<file path="config.mk">
export PLATFORM = sky130hd
export DESIGN_NAME = clkcfg_regbank
export DESIGN_NICKNAME = d
export VERILOG_FILES = /design/src/rtl/clkcfg_pkg.sv /design/src/rtl/clkcfg_cfg_regs.sv /design/src/rtl/clkcfg_drp_engine.sv /design/src/rtl/clkcfg_rd_mux.sv /design/src/rtl/clkcfg_regbank.sv
export SDC_FILE = /design/constraint.sdc
export NUM_CORES = 1
export LEC_CHECK = 0
export ABC_AREA = 1
export BUFFER_PORTS_ARGS = -buffer_cell sky130_fd_sc_hd__buf_2
export CELL_PAD_IN_SITES_DETAIL_PLACEMENT = 1
export CELL_PAD_IN_SITES_GLOBAL_PLACEMENT = 1
export CORE_AREA = 2 2 80 139
export DETAILED_ROUTE_END_ITERATION = 10
export DIE_AREA = 0 0 82 141
export PLACE_DENSITY = 0.84
export SETUP_SLACK_MARGIN = 0.3
export SYNTH_ARGS = -nofsm -noshare
export SYNTH_HDL_FRONTEND = slang
export SYNTH_HIERARCHICAL = 1
export SYNTH_SLANG_ARGS = --single-unit
</file>
<file path="constraint.sdc">
create_clock -name clk_i -period 1.4 [get_ports clk_i]
set_input_delay 0.42 -clock clk_i [delete_from_list [all_inputs] [get_ports clk_i]]
set_output_delay 0.42 -clock clk_i [all_outputs]
set_load 0.01 [all_outputs]
</file>
<file path="src/rtl/clkcfg_pkg.sv">
package clkcfg_pkg;
    localparam int unsigned OFS_RUN    = 32'h40;
    localparam int unsigned OFS_SRCSEL = 32'h44;
    localparam int unsigned OFS_CTRL   = 32'h70;
    localparam int unsigned OFS_STATUS = 32'h74;

    localparam int unsigned CTL_SEL_BIT  = 29;
    localparam int unsigned CTL_RD_BIT   = 28;
    localparam int unsigned CTL_ADDR_LSB = 16;
    localparam int unsigned STS_BUSY_BIT = 16;

    localparam int unsigned BUS_DW = 32;
endpackage

</file>
<file path="src/rtl/clkcfg_cfg_regs.sv">
module clkcfg_cfg_regs
    import clkcfg_pkg::*;
#(
    parameter int unsigned ADDR_W = 8,
    parameter int unsigned DRP_AW = 7,
    parameter int unsigned DRP_DW = 16,
    parameter int unsigned SRC_W  = 1
) (
    input  logic              clk_i,
    input  logic              rst_ni,
    input  logic              wr_en_i,
    input  logic [ADDR_W-1:0] wr_addr_i,
    input  logic [BUS_DW-1:0] wr_data_i,
    input  logic              busy_i,
    output logic              run_o,
    output logic              prim_en_o,
    output logic [SRC_W-1:0]  src_sel_o,
    output logic              ctl_sel_o,
    output logic              ctl_rd_o,
    output logic [DRP_AW-1:0] ctl_addr_o,
    output logic [DRP_DW-1:0] ctl_data_o,
    output logic              launch_o
);
    typedef struct packed {
        logic              run;
        logic              prim_en;
        logic [SRC_W-1:0]  src;
        logic              sel;
        logic              rd;
        logic [DRP_AW-1:0] addr;
        logic [DRP_DW-1:0] data;
    } cfg_t;

    cfg_t cfg_d, cfg_q;
    logic hit_run, hit_src, hit_ctrl;
    logic unused_wr;

    assign hit_run  = wr_en_i && (wr_addr_i == ADDR_W'(OFS_RUN));
    assign hit_src  = wr_en_i && (wr_addr_i == ADDR_W'(OFS_SRCSEL));
    assign hit_ctrl = wr_en_i && (wr_addr_i == ADDR_W'(OFS_CTRL));
    assign launch_o = hit_ctrl && !busy_i;
    assign unused_wr = ^wr_data_i;

    always_comb begin
        cfg_d = cfg_q;
        if (hit_run) begin
            cfg_d.run     = wr_data_i[0];
            cfg_d.prim_en = wr_data_i[1];
        end
        if (hit_src) begin
            cfg_d.src = wr_data_i[SRC_W-1:0];
        end
        if (launch_o) begin
            cfg_d.sel  = wr_data_i[CTL_SEL_BIT];
            cfg_d.rd   = wr_data_i[CTL_RD_BIT];
            cfg_d.addr = wr_data_i[CTL_ADDR_LSB +: DRP_AW];
            cfg_d.data = wr_data_i[DRP_DW-1:0];
        end
    end

    always_ff @(posedge clk_i or negedge rst_ni) begin
        if (!rst_ni) cfg_q <= '0;
        else         cfg_q <= cfg_d;
    end

    assign run_o      = cfg_q.run;
    assign prim_en_o  = cfg_q.prim_en;
    assign src_sel_o  = cfg_q.src;
    assign ctl_sel_o  = cfg_q.sel;
    assign ctl_rd_o   = cfg_q.rd;
    assign ctl_addr_o = cfg_q.addr;
    assign ctl_data_o = cfg_q.data;

    AST_CTRL_FROZEN_WHILE_BUSY: assert property (@(posedge clk_i) disable iff (!rst_ni)
        (hit_ctrl && busy_i) |=> $stable({ctl_sel_o, ctl_rd_o, ctl_addr_o, ctl_data_o}));
endmodule

</file>
<file path="src/rtl/clkcfg_drp_engine.sv">
module clkcfg_drp_engine #(
    parameter int unsigned DRP_DW = 16
) (
    input  logic              clk_i,
    input  logic              rst_ni,
    input  logic              launch_i,
    input  logic              ctl_rd_i,
    input  logic              drp_rdy_i,
    input  logic [DRP_DW-1:0] drp_do_i,
    output logic              drp_en_o,
    output logic              drp_we_o,
    output logic              busy_o,
    output logic [DRP_DW-1:0] rdata_o
);
    typedef struct packed {
        logic              busy;
        logic              en;
        logic [DRP_DW-1:0] rdata;
    } eng_t;

    eng_t eng_d, eng_q;
    logic done;

    assign done = eng_q.busy && drp_rdy_i;

    always_comb begin
        eng_d    = eng_q;
        eng_d.en = 1'b0;
        if (launch_i) begin
            eng_d.busy = 1'b1;
            eng_d.en   = 1'b1;
        end else if (done) begin
            eng_d.busy = 1'b0;
            if (ctl_rd_i) eng_d.rdata = drp_do_i;
        end
    end

    always_ff @(posedge clk_i or negedge rst_ni) begin
        if (!rst_ni) eng_q <= '0;
        else         eng_q <= eng_d;
    end

    assign drp_en_o = eng_q.en;
    assign drp_we_o = eng_q.en && !ctl_rd_i;
    assign busy_o   = eng_q.busy;
    assign rdata_o  = eng_q.rdata;

    AST_LAUNCH_SETS_BUSY: assert property (@(posedge clk_i) disable iff (!rst_ni)
        launch_i |=> (busy_o && drp_en_o));
    AST_EN_SINGLE_CYCLE: assert property (@(posedge clk_i) disable iff (!rst_ni)
        drp_en_o |=> !drp_en_o);
    AST_READY_CLEARS_BUSY: assert property (@(posedge clk_i) disable iff (!rst_ni)
        (busy_o && drp_rdy_i) |=> !busy_o);
    AST_RDATA_HELD: assert property (@(posedge clk_i) disable iff (!rst_ni)
        !(busy_o && drp_rdy_i && ctl_rd_i) |=> $stable(rdata_o));
endmodule

</file>
<file path="src/rtl/clkcfg_rd_mux.sv">
module clkcfg_rd_mux
    import clkcfg_pkg::*;
#(
    parameter int unsigned ADDR_W = 8,
    parameter int unsigned DRP_AW = 7,
    parameter int unsigned DRP_DW = 16,
    parameter int unsigned SRC_W  = 1
) (
    input  logic              clk_i,
    input  logic              rst_ni,
    input  logic              rd_en_i,
    input  logic [ADDR_W-1:0] rd_addr_i,
    input  logic              run_i,
    input  logic              prim_en_i,
    input  logic [SRC_W-1:0]  src_i,
    input  logic              ctl_sel_i,
    input  logic              ctl_rd_i,
    input  logic [DRP_AW-1:0] ctl_addr_i,
    input  logic [DRP_DW-1:0] ctl_data_i,
    input  logic              busy_i,
    input  logic [DRP_DW-1:0] rdata_i,
    output logic [BUS_DW-1:0] rd_data_o
);
    logic [BUS_DW-1:0] word;
    logic [BUS_DW-1:0] rd_d, rd_q;

    always_comb begin
        word = '0;
        if (rd_addr_i == ADDR_W'(OFS_RUN)) begin
            word[0] = run_i;
            word[1] = prim_en_i;
        end else if (rd_addr_i == ADDR_W'(OFS_SRCSEL)) begin
            word[SRC_W-1:0] = src_i;
        end else if (rd_addr_i == ADDR_W'(OFS_CTRL)) begin
            word[CTL_SEL_BIT]              = ctl_sel_i;
            word[CTL_RD_BIT]               = ctl_rd_i;
            word[CTL_ADDR_LSB +: DRP_AW]   = ctl_addr_i;
            word[DRP_DW-1:0]               = ctl_data_i;
        end else if (rd_addr_i == ADDR_W'(OFS_STATUS)) begin
            word[STS_BUSY_BIT] = busy_i;
            word[DRP_DW-1:0]   = rdata_i;
        end
        rd_d = rd_en_i ? word : '0;
    end

    always_ff @(posedge clk_i or negedge rst_ni) begin
        if (!rst_ni) rd_q <= '0;
        else         rd_q <= rd_d;
    end

    assign rd_data_o = rd_q;

    AST_IDLE_READ_ZERO: assert property (@(posedge clk_i) disable iff (!rst_ni)
        !rd_en_i |=> (rd_data_o == '0));
endmodule

</file>
<file path="src/rtl/clkcfg_regbank.sv">
module clkcfg_regbank
    import clkcfg_pkg::*;
#(
    parameter int unsigned ADDR_W = 8,
    parameter int unsigned DRP_AW = 7,
    parameter int unsigned DRP_DW = 16,
    parameter int unsigned SRC_W  = 1
) (
    input  logic              clk_i,
    input  logic              rst_ni,
    input  logic              wr_en_i,
    input  logic [ADDR_W-1:0] wr_addr_i,
    input  logic [31:0]       wr_data_i,
    input  logic              rd_en_i,
    input  logic [ADDR_W-1:0] rd_addr_i,
    output logic [31:0]       rd_data_o,
    output logic              core_run_o,
    output logic              prim_en_o,
    output logic [SRC_W-1:0]  src_sel_o,
    output logic              drp_sel_o,
    output logic              drp_en_o,
    output logic              drp_we_o,
    output logic [DRP_AW-1:0] drp_addr_o,
    output logic [DRP_DW-1:0] drp_di_o,
    input  logic [DRP_DW-1:0] drp_do_i,
    input  logic              drp_rdy_i
);
    logic              busy, launch, ctl_rd;
    logic [DRP_DW-1:0] rdata;

    clkcfg_cfg_regs #(
        .ADDR_W(ADDR_W), .DRP_AW(DRP_AW), .DRP_DW(DRP_DW), .SRC_W(SRC_W)
    ) u_regs (
        .clk_i      (clk_i),
        .rst_ni     (rst_ni),
        .wr_en_i    (wr_en_i),
        .wr_addr_i  (wr_addr_i),
        .wr_data_i  (wr_data_i),
        .busy_i     (busy),
        .run_o      (core_run_o),
        .prim_en_o  (prim_en_o),
        .src_sel_o  (src_sel_o),
        .ctl_sel_o  (drp_sel_o),
        .ctl_rd_o   (ctl_rd),
        .ctl_addr_o (drp_addr_o),
        .ctl_data_o (drp_di_o),
        .launch_o   (launch)
    );

    clkcfg_drp_engine #(.DRP_DW(DRP_DW)) u_engine (
        .clk_i     (clk_i),
        .rst_ni    (rst_ni),
        .launch_i  (launch),
        .ctl_rd_i  (ctl_rd),
        .drp_rdy_i (drp_rdy_i),
        .drp_do_i  (drp_do_i),
        .drp_en_o  (drp_en_o),
        .drp_we_o  (drp_we_o),
        .busy_o    (busy),
        .rdata_o   (rdata)
    );

    clkcfg_rd_mux #(
        .ADDR_W(ADDR_W), .DRP_AW(DRP_AW), .DRP_DW(DRP_DW), .SRC_W(SRC_W)
    ) u_rd (
        .clk_i      (clk_i),
        .rst_ni     (rst_ni),
        .rd_en_i    (rd_en_i),
        .rd_addr_i  (rd_addr_i),
        .run_i      (core_run_o),
        .prim_en_i  (prim_en_o),
        .src_i      (src_sel_o),
        .ctl_sel_i  (drp_sel_o),
        .ctl_rd_i   (ctl_rd),
        .ctl_addr_i (drp_addr_o),
        .ctl_data_i (drp_di_o),
        .busy_i     (busy),
        .rdata_i    (rdata),
        .rd_data_o  (rd_data_o)
    );

    AST_NO_PULSE_WHILE_BUSY: assert property (@(posedge clk_i) disable iff (!rst_ni)
        busy |=> !($rose(drp_en_o) && $past(busy)));
endmodule

</file>
======== Word level (Yosys, flattened, before mapping) ========
Cells that the tools add are included.
storage, ports and cells
  bits in registers ....................... 78
  input port bits ......................... 69
  output and inout port bits .............. 61
cells by class
  equal/unequal tests ..................... 7
  mux-type cells .......................... 14
  bitwise operators ....................... 1
  reduce and logical (&&, ||, !) cells .... 10
operator list
  operator              number
  $eq A8 B7 Y1 const B  7
  $mux W17              2
  $mux W30              1
  $mux W22              1
  $mux W21              1
  $mux W2               4
  $logic_and A1 B1 Y1   6
  $mux W6               1
  $mux W1               4
  $reduce_and A3 Y1     1
  $logic_not A1 Y1      2
  $reduce_bool A2 Y1    1
  $not A1 Y1            1

======== Depth between registers and ports, before layout ========
  word-level depth ........................ 6
  depth in mapped cells ................... 10
  mapped depth without buffers ............ 9

======== By module ========
The synthesis kept the hierarchy.
by module, submodules not included
  module             instances  cells each  area each (sq um)
  clkcfg_rd_mux      1          138         1257.5
  clkcfg_cfg_regs    1          135         1246.2
  clkcfg_drp_engine  1          77          734.5

======== Worst setup path after synthesis ========
No wires, ideal clock.
  path kind ............................... in2reg
  from .................................... in wr_addr_i[6]
  to ...................................... reg u_engine.eng_q (netlist bit u_engine/rdata_o[14])
  setup time .............................. 0.117 ns
  arrival ................................. 1.319 ns
  data required time ...................... 1.283 ns
  slack ................................... -0.036 ns
  stages on the path ...................... 9
  path buffers ............................ 2
  cell sequence ........................... inv_1 nor2_2 nand2_4 nor2_8 buf_6 nor2_8 buf_4 nand3_1 nand2_1
on the way
  cells in the longest elaborated chain, start to end .. 5
RTL lines
  item                         line                     RTL
  from (decl)                  clkcfg_regbank.sv:12     input logic [ADDR_W-1:0] wr_addr_i,
  $eq A8 B7 Y1                 clkcfg_cfg_regs.sv:40    assign hit_ctrl = wr_en_i && (wr_addr_i == ADDR_W'(OFS_CTRL));
  $logic_and A1 B1 Y1          clkcfg_cfg_regs.sv:40
  $logic_and A1 B1 Y1          clkcfg_cfg_regs.sv:41    assign launch_o = hit_ctrl && !busy_i;
  named net launch             clkcfg_regbank.sv:28     logic busy, launch, ctl_rd;
  $not A1 Y1 (no line)         -
  $reduce_and A3 Y1 (no line)  -
  to (signal assigned)         clkcfg_drp_engine.sv:40  else eng_q <= eng_d;
  to (decl)                    clkcfg_drp_engine.sv:21  eng_t eng_d, eng_q;
The timed path passes the listed nets, and every way through them passes these cells.
A chain may end at the register's enable or synchronous reset.

======== Worst setup path in the final report ========
  from .................................... reg u_engine.eng_q (netlist bit u_engine/drp_en_o)
  to ...................................... out drp_we_o
on the way
  cells in the longest elaborated chain, start to end .. 1
RTL lines
  item                 line                     RTL
  $logic_and A1 B1 Y1  clkcfg_drp_engine.sv:44  assign drp_we_o = eng_q.en && !ctl_rd_i;
  to (decl)            clkcfg_regbank.sv:22     output logic drp_we_o,
Every way passes these cells.

==> flow_metrics.py <==
metrics = {
    "die": {
        "fp.dieH_um": 141,
        "die_w_um": 82,
        "io_pins": 130,
        "core_region_area_mm2": 0.0105,
        "start_util": 0.308,
        "num_rows": 50,
        "die-area_mm2": 0.0116,
    },
    "setup_path": {
        "path_cells": "inv_1 > nor2_1 > buf_2",
        "r2r_end": "u_engine/rdata_o[9]",
        "crit_end": "drp_we_o",
        "critPathKind": "reg -> out",
        "reg2reg_slack_ps": 0,
        "crit_path_max_incr_delay_ps": 370,
        "worstSetupEndpointType": "output pin",
        "critPathMaxFanout": 2,
        "cp-startpoint": "u_engine/drp_en_o",
        "startpoint_type": "flop",
        "cpMaxStageDelayCell": "dfrtp_1",
        "cp.arrival_ps": 1020,
        "regToRegStartpoint": "u_engine/busy_o",
        "critical_path_required_ps": 980,
        "r2r_cells": 7,
    },
    "sta": {
        "final.min_clock_period_ps": 1440,
        "rsz0062_at_grt": "yes",
        "min_period_over_period": 1.03,
        "finClkSkew_ps": 5.99,
        "setup_viol": 2,
        "fmax_ghz": 0.695,
        "drv_slew": 0,
        "setup_tns_ps": -60.1,
        "worst_slack_ps": -39.6,
        "hold_violations": 0,
    },
    "power_and_ir_drop": {
        "switching_power_mw": 1.45,
        "combPwrFrac": 0.137,
        "irDropWorstVdd_v": 0.000830,
        "swShare": 0.264,
        "p_int_mw": 4.04,
        "seqPwrFrac": 0.394,
        "leakagePower_nw": 3.64,
        "p_clk_frac": 0.469,
        "powerDensity_mw_per_mm2": 891,
    },
    "route": {
        "antenna_left": 0,
        "drt_iter0_drc": 140,
        "routedWlPerCell_um": 23.5,
        "viasPerCell": 4.96,
        "drc": 0,
        "dr_total_vias": 3391,
        "finalWirelength_mm": 16.1,
        "first_pass_iters": 6,
    },
    "synth": {
        "synth_simple_gate_area_frac": 0.284,
        "async_reset_ff_frac": 1.00,
        "synth.cell_area_mm2": 0.00324,
        "seq_area_frac_synth": 0.549,
        "synth_compound_area_frac": 0.0842,
        "ys_top_cells_by_area": "dfrtp_1, nand2_1, nand3_1, o21ai_1, a21oi_2",
        "postSynthCellCount": 350,
        "yosysMostFrequentCell": "nand2_1",
        "synth_fa_ha_area_frac": 0,
        "ys_top_cells_by_count": "nand2_1, dfrtp_1, nand3_1",
        "synthMuxAreaShare": 0,
        "synth_top_family_by_area": "simple AND/OR/NAND/NOR gates",
        "ys.flop_type": "dfrtp_1",
        "yosys_warnings": 6,
        "yosys.area.top_type_share": 0.549,
        "yosysTopAreaCell": "dfrtp_1",
        "syn_avg_cell_area_um2": 9.25,
        "ys_ff_latch": 71,
        "synth_xor_area_frac": 0,
        "synth_cell_types": 28,
        "synth_enable_flop_cells": 0,
    },
    "placed_design": {
        "gp_congestion": 0.780,
        "placed_cells": 599,
        "dpl_cell_area_mm2": 0.00409,
        "hpwl_mm": 7.45,
        "port_buffers": 115,
    },
    "grt": {
        "grt_pass1_vias": 3757,
        "grt_pass1_wl_mm": 20.0,
        "grt_usage": 0.239,
        "grt_max_degree": 72,
        "grt-ovfl-total": 0,
        "antenna_found_initial": 1,
    },
    "layout": {
        "fin_area_mm2": 0.00617,
        "final_util": 0.587,
        "layout-drive-gt1-share": 0.729,
        "instances_no_fill": 684,
        "layout.nets": 617,
        "area_growth_pct": 90.6,
    },
    "run_status": {
        "status": "complete, but fails checks",
        "failed_checks": "setup timing",
    },
    "cts": {
        "cts_made_buffers": 9,
        "cts_buffer_depth": 2,
        "htreeDepth": 3,
        "clock-root-buffer": "clkbuf_16",
        "clock-sinks": 71,
        "cts_tree": "built",
        "cts_hold_buf": 0,
        "clk_pin_slew_worst_paths_ps": 60,
        "insertion_delay_ps": 340,
    },
    "hold_path": {
        "min_path_type": "in -> async",
    },
    "flow_run": {
        "timing.max_cap.violations": 0,
    },
}
## power groups by stage
stage | clock [mW] | combinational [mW] | sequential (mW)
after floorplan | 0 | 0.166 | 2.20
after CTS | 2.51 | 0.590 | 2.16
after global placement | 0 | 0.401 | 2.19
final | 2.58 | 0.754 | 2.17
after global routing | 2.68 | 0.797 | 2.17
after detailed placement | 0 | 0.418 | 2.20
## state kept, by name, summed over array words and instances, names as in the netlist, 7 cells and up
name	flops
u_engine/rdata_o	16
u_rd/rd_data_o	25
u_regs/ctl_data_o	16
u_regs/ctl_addr_o	7
## per-layer routing
| layer | wire length (um) | global-route usage | up-vias |
|---|---|---|---|
| li1 | - | - | 1491 |
| met2 | 9100 | 0.436 | 134 |
| met3 | 648 | 0.0448 | 47 |
| met1 | 5640 | 0.247 | 1719 |
| met5 | 0 | 0 | - |
| met4 | 665 | 0.130 | 0 |
## cells by family after synthesis
| logic type | count (synthesis) |
|---|---|
| AND/OR/NAND/NOR | 195 |
| flip-flops | 71 |
| AO/OA/AOI/OAI | 45 |
| buffers and inverters | 38 |
| other | 1 |
## through the flow
step | hold WS (ps) | power (mW) | worst slack (ps)
after floorplan | 124 | 2.37 | 22.5
after detailed placement | 463 | 2.62 | -131
after global routing | 108 | 5.64 | -115
after CTS | 98.3 | 5.26 | -26.0
after global placement | 454 | 2.59 | -85.5
final | 68.5 | 5.50 | -39.6
## worst max-delay path: cells and delay by family (launching register included)
family,cells,cell delay (ps)
flip-flops,1,370
buffers and inverters,2,200
AND/OR/NAND/NOR,1,100
## worst min-delay path by stage
stage / startpoint / end / slack [ps]
after floorplan: rst_ni / u_engine/busy_o / 120
after CTS: rst_ni / u_rd/rd_data_o[11] / 100
after detailed placement: rst_ni / u_regs/ctl_data_o[10] / 460
final: rst_ni / u_regs/ctl_data_o[7] / 70
after global placement: rst_ni / u_regs/ctl_data_o[8] / 450
after global routing: rst_ni / u_rd/rd_data_o[10] / 110
## timing repair
action	4_1_cts	5_1_grt
cloned	8	3
resized for setup	131	147
pin swaps	74	61
endpoints found under the setup margin	117	124
setup buffers	38	19
## layout make-up
| class | count | area [um2] |
|---|---|---|
| clock buffer | 11 | 243 |
| timing repair buffer | 202 | 1710 |
| fill | 1129 | 4340 |
| multi-input combinational | 248 | 2100 |
| sequential | 71 | 1780 |
| clock inverter | 5 | 81.3 |
| antenna | 1 | 2.50 |
| inverter | 16 | 92.6 |
| tap | 130 | 163 |
## cells in the final DEF, fill, tap and decap left out, drive strengths merged
master,netlist,routed
conb,1,7
nor2,25,25
diode,0,1
clkinvlp,0,1
a21oi,15,15
clkinv,0,4
nand2,141,142
buf,19,200
clkbuf,3,13
a21o,1,1
and3,1,1
nand3,26,26
bufinv,0,2
dfrtp,71,71
nand4,1,1
inv,16,14
o21ai,29,29
and2,1,1
No activity file was read; power rests on OpenSTA's default activity.
